**config.mk**
```make
export PLATFORM = sky130hd
export DESIGN_NAME = dig160_core
export DESIGN_NICKNAME = d
export VERILOG_FILES = /design/src/rtl/dig160_pkg.sv /design/src/rtl/dig160_seq.sv /design/src/rtl/dig160_sched.sv /design/src/rtl/dig160_round.sv /design/src/rtl/dig160_core.sv
export SDC_FILE = /design/constraint.sdc
export NUM_CORES = 2
export LEC_CHECK = 0
export ABC_AREA = 0
export BUFFER_PORTS_ARGS = -buffer_cell sky130_fd_sc_hd__clkbuf_2
export CORE_MARGIN = 5
export CORE_UTILIZATION = 50
export DETAILED_ROUTE_END_ITERATION = 10
export GPL_TIMING_DRIVEN = 1
export PLACE_DENSITY = 0.7
export SKIP_LAST_GASP = 1
export SYNTH_ARGS = -nofsm -noshare
export SYNTH_HDL_FRONTEND = slang
export SYNTH_SLANG_ARGS = --single-unit
```
**constraint.sdc**
```tcl
create_clock -name clk -period 8.6 [get_ports clk]
set_clock_uncertainty 0.1 [all_clocks]
set_input_delay 1.72 -clock clk [delete_from_list [all_inputs] [get_ports clk]]
set_output_delay 1.72 -clock clk [all_outputs]
set_load 0.02 [all_outputs]
```
**src/rtl/dig160_pkg.sv**
```systemverilog
// Package: shared word types, quarter selector and round helpers for the
// 160-bit compression engine. Assumes 32-bit words and a 16-word block.
package dig160_pkg;
    localparam int WORD_W      = 32;
    localparam int STATE_WORDS = 5;
    localparam int BLK_WORDS   = 16;
    localparam int STATE_W     = WORD_W * STATE_WORDS;
    localparam int BLK_W       = WORD_W * BLK_WORDS;
    localparam int TAP_NEAR    = 3;
    localparam int TAP_MID     = 8;
    localparam int TAP_FAR     = 14;
    localparam int ROT_A       = 5;
    localparam int ROT_B       = 30;

    typedef logic [WORD_W-1:0] word_t;

    // Working words, a in the most significant position.
    typedef struct packed {
        word_t a;
        word_t b;
        word_t c;
        word_t d;
        word_t e;
    } state_t;

    typedef enum logic [1:0] {
        PH_CHOOSE    = 2'd0,
        PH_PARITY_LO = 2'd1,
        PH_MAJORITY  = 2'd2,
        PH_PARITY_HI = 2'd3
    } phase_e;

    // Rotate a word left by a fixed amount.
    function automatic word_t rotl(input word_t x, input int unsigned n);
        return (x << n) | (x >> (WORD_W - n));
    endfunction

    // Additive constant of a quarter.
    function automatic word_t quarter_const(input phase_e p);
        case (p)
            PH_CHOOSE:    return 32'h5A82_7999;
            PH_PARITY_LO: return 32'h6ED9_EBA1;
            PH_MAJORITY:  return 32'h8F1B_BCDC;
            default:      return 32'hCA62_C1D6;
        endcase
    endfunction
endpackage

```
**src/rtl/dig160_seq.sv**
```systemverilog
// Round sequencer: accepts a start when idle, counts rounds, flags the
// last round, derives the quarter and registers the done pulse.
// Assumes ROUNDS is a multiple of four.
module dig160_seq
    import dig160_pkg::*;
#(
    parameter int ROUNDS = 80,
    localparam int RW    = $clog2(ROUNDS),
    localparam int QTR   = ROUNDS / 4
) (
    input  logic          clk,
    input  logic          rst_n,
    input  logic          start_i,
    output logic          busy,
    output logic [RW-1:0] rnd,
    output logic          load,
    output logic          last,
    output phase_e        phase,
    output logic          done_o
);
    // Accept only while idle; flag the final round.
    always_comb begin
        load = start_i & ~busy;
        last = busy & (rnd == RW'(ROUNDS - 1));
    end

    // Quarter selection from the round index.
    always_comb begin
        if (rnd < RW'(QTR))
            phase = PH_CHOOSE;
        else if (rnd < RW'(2 * QTR))
            phase = PH_PARITY_LO;
        else if (rnd < RW'(3 * QTR))
            phase = PH_MAJORITY;
        else
            phase = PH_PARITY_HI;
    end

    // Busy flag, round counter and done pulse.
    always_ff @(posedge clk) begin
        if (!rst_n) begin
            busy   <= 1'b0;
            rnd    <= '0;
            done_o <= 1'b0;
        end else begin
            done_o <= last;
            if (load) begin
                busy <= 1'b1;
                rnd  <= '0;
            end else if (last) begin
                busy <= 1'b0;
                rnd  <= '0;
            end else if (busy) begin
                rnd <= rnd + 1'b1;
            end
        end
    end
endmodule

```
**src/rtl/dig160_sched.sv**
```systemverilog
// Message schedule: a 16-slot circular store loaded with the block. The
// first 16 rounds read slots in order; later rounds read the expansion,
// which overwrites the slot holding W[t-16]. Assumes a power-of-two slot count.
module dig160_sched
    import dig160_pkg::*;
#(
    parameter int ROUNDS = 80,
    localparam int RW    = $clog2(ROUNDS),
    localparam int SW    = $clog2(BLK_WORDS)
) (
    input  logic             clk,
    input  logic             rst_n,
    input  logic             load,
    input  logic             step,
    input  logic [BLK_W-1:0] block_i,
    input  logic [RW-1:0]    rnd,
    output word_t            w_cur
);
    word_t          blk_w  [BLK_WORDS];
    word_t          slot_q [BLK_WORDS];
    logic [SW-1:0]  cur_i, near_i, mid_i, far_i;
    logic           early;
    word_t          expanded;

    // Unpack the block, word 0 at the top.
    for (genvar gi = 0; gi < BLK_WORDS; gi++) begin : g_unpack
        assign blk_w[gi] = block_i[BLK_W - 1 - gi*WORD_W -: WORD_W];
    end

    // Slot addresses of the four taps relative to the current round.
    always_comb begin
        cur_i  = rnd[SW-1:0];
        near_i = cur_i - SW'(TAP_NEAR);
        mid_i  = cur_i - SW'(TAP_MID);
        far_i  = cur_i - SW'(TAP_FAR);
        early  = (rnd < RW'(BLK_WORDS));
    end

    // Expansion and selection of this round's word.
    always_comb begin
        expanded = rotl(slot_q[near_i] ^ slot_q[mid_i] ^ slot_q[far_i] ^ slot_q[cur_i], 1);
        w_cur    = early ? slot_q[cur_i] : expanded;
    end

    // Slot store: bulk load on start, one write-back per late round.
    always_ff @(posedge clk) begin
        if (!rst_n) begin
            for (int i = 0; i < BLK_WORDS; i++) slot_q[i] <= '0;
        end else if (load) begin
            for (int i = 0; i < BLK_WORDS; i++) slot_q[i] <= blk_w[i];
        end else if (step && !early) begin
            slot_q[cur_i] <= expanded;
        end
    end
endmodule

```
**src/rtl/dig160_round.sv**
```systemverilog
// One compression round, purely combinational: quarter function of b,c,d,
// five-term modular sum into a, fixed rotation of b, renaming of the rest.
module dig160_round
    import dig160_pkg::*;
(
    input  state_t cur,
    input  word_t  w,
    input  phase_e phase,
    output state_t nxt
);
    word_t mix;

    // Quarter-dependent bitwise function.
    always_comb begin
        case (phase)
            PH_CHOOSE:   mix = (cur.b & cur.c) | (~cur.b & cur.d);
            PH_MAJORITY: mix = (cur.b & cur.c) | (cur.b & cur.d) | (cur.c & cur.d);
            default:     mix = cur.b ^ cur.c ^ cur.d;
        endcase
    end

    // New working words.
    always_comb begin
        nxt.a = cur.e + rotl(cur.a, ROT_A) + mix + quarter_const(phase) + w;
        nxt.b = cur.a;
        nxt.c = rotl(cur.b, ROT_B);
        nxt.d = cur.c;
        nxt.e = cur.d;
    end
endmodule

```
**src/rtl/dig160_core.sv**
```systemverilog
// Top: iterative 160-bit compression, one round per clock. Latches the
// chaining value at start, runs ROUNDS rounds, then adds the latched value
// to the final working words and pulses done. Starts while busy are dropped.
module dig160_core
    import dig160_pkg::*;
#(
    parameter int ROUNDS = 80,
    localparam int RW    = $clog2(ROUNDS)
) (
    input  logic               clk,
    input  logic               rst_n,
    input  logic               start_i,
    input  logic [STATE_W-1:0] chain_i,
    input  logic [BLK_W-1:0]   block_i,
    output logic [STATE_W-1:0] digest_o,
    output logic               done_o
);
    logic          busy, load, last;
    logic [RW-1:0] rnd;
    phase_e        phase;
    word_t         w_cur;
    state_t        st_q, st_nxt, chain_q;
    logic [STATE_W-1:0] sum_v;

    dig160_seq #(.ROUNDS(ROUNDS)) u_seq (
        .clk(clk), .rst_n(rst_n), .start_i(start_i),
        .busy(busy), .rnd(rnd), .load(load), .last(last),
        .phase(phase), .done_o(done_o)
    );

    dig160_sched #(.ROUNDS(ROUNDS)) u_sched (
        .clk(clk), .rst_n(rst_n), .load(load), .step(busy),
        .block_i(block_i), .rnd(rnd), .w_cur(w_cur)
    );

    dig160_round u_round (
        .cur(st_q), .w(w_cur), .phase(phase), .nxt(st_nxt)
    );

    // Per-word chaining addition, no carry between words.
    for (genvar gi = 0; gi < STATE_WORDS; gi++) begin : g_fold
        assign sum_v[gi*WORD_W +: WORD_W] =
            chain_q[gi*WORD_W +: WORD_W] + st_nxt[gi*WORD_W +: WORD_W];
    end

    // Working words and latched chaining value.
    always_ff @(posedge clk) begin
        if (!rst_n) begin
            st_q    <= '0;
            chain_q <= '0;
        end else if (load) begin
            st_q    <= chain_i;
            chain_q <= chain_i;
        end else if (busy) begin
            st_q <= st_nxt;
        end
    end

    // Result register, updated only after the final round.
    always_ff @(posedge clk) begin
        if (!rst_n)
            digest_o <= '0;
        else if (last)
            digest_o <= sum_v;
    end
endmodule

```
==> results.json <==
{
  "yosysSeqAreaShare_pct": 36.8,
  "clock_latency_ps": 780,
  "slew_headroom_pct": 19.2,
  "antenna_left": 0,
  "crit_type": "register to register",
  "synth_enable_flop_cells": 512,
  "r2r_setup_slack_ps": 320,
  "min_path_cells": 2,
  "grt_setup_unrepaired": "no",
  "regToRegStartpoint": "u_seq.rnd[0]",
  "synth_most_common_cell": "nand2_1",
  "route.final.wire_length_mm": 301,
  "detail_route.first_pass.iterations": 6,
  "syn-mean-instance-area_um2": 10.6,
  "synth_async_sr_flop_share_pct": 0,
  "synth.cell_area_um2": 68600,
  "syn-num-nets": 7478,
  "postSynthCellCount": 6472,
  "period_share_pct": 96.3,
  "layout_min_cycle_time_ps": 8280,
  "place_worst_setup_slack_ps": 205,
  "tightest_slew_ps": 1210,
  "critical-path-top-cell-by-count": "a21oi_1",
  "fp.dieArea_um2": 145000,
  "layoutNonFillerInstCount": 8923,
  "setup_tns_ps": 0,
  "track_usage_pct": 40.4,
  "irDropWorstVdd_uv": 248,
  "drtIter0Drc": 8906,
  "total_i_o_pin_count": 836,
  "grt_max_degree": 197,
  "cp.required_ps": 9160,
  "cts_root_buffer": "clkbuf_16",
  "place_congestion": 1.05,
  "synth_top_cell_area_share_pct": 22.4,
  "drt-wirelength-per-cell_um": 33.8,
  "final.fill_count": 11564,
  "cts_buffers": 111,
  "initial_antenna_violation_count": 24,
  "status": "finished clean",
  "critPathArrivalTime_ps": 8840,
  "setup.worst_path.start": "u_seq.rnd[0]",
  "die_y_um": 380,
  "grt.overflow.total": 0,
  "cts.sink_count": 1005,
  "via_count_of_the_first_global_routing_pass": 58463,
  "endpoint_of_the_worst_slack_reg_to_reg_timing_path": "digest_o[157]",
  "fp-row-count": 135,
  "route.detailed.vias_per_inst": 6.85,
  "worstSetupEndpointType": "register",
  "clock_tree.htree_level_count": 3,
  "tritoncts": "built",
  "drive_above_1_share_pct": 27.1,
  "synth.cells.most_frequent": "1008 x nand2_1, 640 x mux4_2, 527 x o21ai_1",
  "ys_seq_elements": 1005,
  "cp-endpoint": "digest_o[157]",
  "vias": 61098,
  "slowest_delay_ps": 540,
  "clkSlewWorstSetupHoldPaths_ps": 60,
  "synth_top_cell_by_area": "edfxtp_1",
  "reg2regPathDepth": 30,
  "place.detailed.hpwl_mm": 231,
  "placedCellCount": 8695,
  "num-nets-final": 8047,
  "cts-root-to-sink-buffers": 3,
  "setup_viol_count_final": 0,
  "max_cap_violations": 0,
  "hold_class": "register to register",
  "worstSetupStartpointType": "register",
  "most_common_flop_cell_mapped_by_yosys": "edfxtp_1",
  "timing_hold_violations_final": 0,
  "floorplan.die.width_um": 380,
  "static_leakage_uw": 0.0309,
  "design.core.area_um2": 136000,
  "ys_types": 74,
  "flow.area_growth_from_synthesis_pct": 14.3,
  "floorplan.initialDensity_pct": 50.5,
  "final.hold.worst_slack_ps": 345,
  "total_drc_errors_in_the_routed_layout": 0,
  "timing.critical_path.fanout_max": 32,
  "timing.critical_path.slowest_stage_cell": "mux4_2",
  "first_pass_grt_wire_length_mm": 426,
  "timing.final.max_slew_violations": 0,
  "max_freq_ghz": 0.121,
  "netlist_top_cells_area": "edfxtp_1 22%, mux4_2 21%, dfxtp_1 14%",
  "synth-warning-count": 0,
  "cts_hold_buffers": 0,
  "powerDensity_nw_per_um2": 262,
  "final.setup.worst_slack_ps": 322,
  "io_buffers": 835
}
## kinds of logic (layout without fill, tap and decap cells)
| group | Yosys count | after routing | synth area share, % |
|---|---|---|---|
| and+or+nand+nor | 1683 | 1683 | 10.3 |
| AOI/OAI and AO/OA | 1670 | 1670 | 14.9 |
| DFF | 1005 | 1005 | 36.8 |
| buffers and inverters | 785 | 1443 | 4.52 |
| muxes | 738 | 738 | 22.5 |
| adders and majority gates | 331 | 331 | 7.35 |
| xor gates and xnor gates | 260 | 260 | 3.68 |
| other | 0 | 12 | 0 |
## how the worst min path moves through the flow
stage | from | to | slack (ps)
3_3_place_gp | digest_o[81] | digest_o[81] | 340
3_5_place_dp | digest_o[93] | digest_o[93] | 340
4_1_cts | digest_o[93] | digest_o[93] | 350
6_report | digest_o[93] | digest_o[93] | 340
2_1_floorplan | chain_q[0] | chain_q[0] | 340
5_1_grt | digest_o[48] | digest_o[48] | 360
## final cells by class
cell class	instances	area, um^2	area share, %
timing repair buffer	981	5570	7.11
clock buffer	140	3030	3.87
sequential	1005	25300	32.3
inverter	260	992	1.27
multi-input combinational	4682	40500	51.7
clock inverter	62	743	0.949
antenna	12	30.0	0.0383
tap	1781	2230	2.84
## layout by cell type (no fill, tap or decap), drive strengths merged, types with 8 or more instances in the layout
master / instances
a211oi: 197
a21o: 85
a21oi: 473
a31oi: 22
a32o: 10
and2: 10
and3: 17
buf: 145
bufinv: 12
clkbuf: 976
clkinv: 44
dfxtp: 493
diode: 12
edfxtp: 512
fa: 120
ha: 211
inv: 259
mux2i: 98
mux4: 640
nand2: 1008
nand2b: 30
nand3: 236
nand4: 12
nor2: 248
nor2b: 40
nor3: 35
o211a: 82
o211ai: 12
o21a: 34
o21ai: 626
o21bai: 22
o221a: 28
o22ai: 8
o31ai: 8
or3: 19
xnor2: 147
xor2: 113
## critical path: cells and delay by family, from the launching register on
family,cells,cell delay [ps]
compound gates,15,3460
simple gates,3,320
buf+inv,2,390
xor+xnor,4,810
mux,2,1030
fa+ha+maj,4,1630
flops,1,400
## flip-flops by register name, summed over array words and instances (netlist names), named ones only
register and cells:
u_sched.slot_q 512, chain_q 160, digest_o 160, st_q 160, u_seq.rnd 7, u_seq.busy 1, u_seq.done_o 1
## routing by layer
layer / GRT usage (%) / share of wire, % / up-vias
li1: - / - / 25341
met1: 53.2 / 36 / 29849
met2: 58.4 / 42 / 5047
met3: 14.5 / 15 / 841
met4: 21.7 / 6.6 / 20
met5: 0 / 0.099 / -
## report_power, final
| group | leakage (uW) | internal, uW | switching [uW] | total [uW] |
|---|---|---|---|---|
| sequential | 0.00953 | 5430 | 656 | 6090 |
| clock | 0.00185 | 2860 | 2200 | 5060 |
| combinational | 0.0195 | 3600 | 5750 | 9350 |
| total | 0.0309 | 11900 | 8600 | 20500 |
## metrics by stage
stage               instance area [um^2]  total power (uW)  utilization, %
finish                             78300             20500            57.7
global route                       78300             21300            57.7
CTS                                78100             20200            57.5
detailed placement                 74300             15200            54.7
global placement                   74300             15200            54.7
floorplan                          68700             11900               -
## timing repair
action / 4_1_cts / 5_1_grt
gates resized for setup: 0 / 15
setup endpoints to repair: 0 / 7
buffers inserted: 0 / 11
Power figures use the tool's default switching activity.
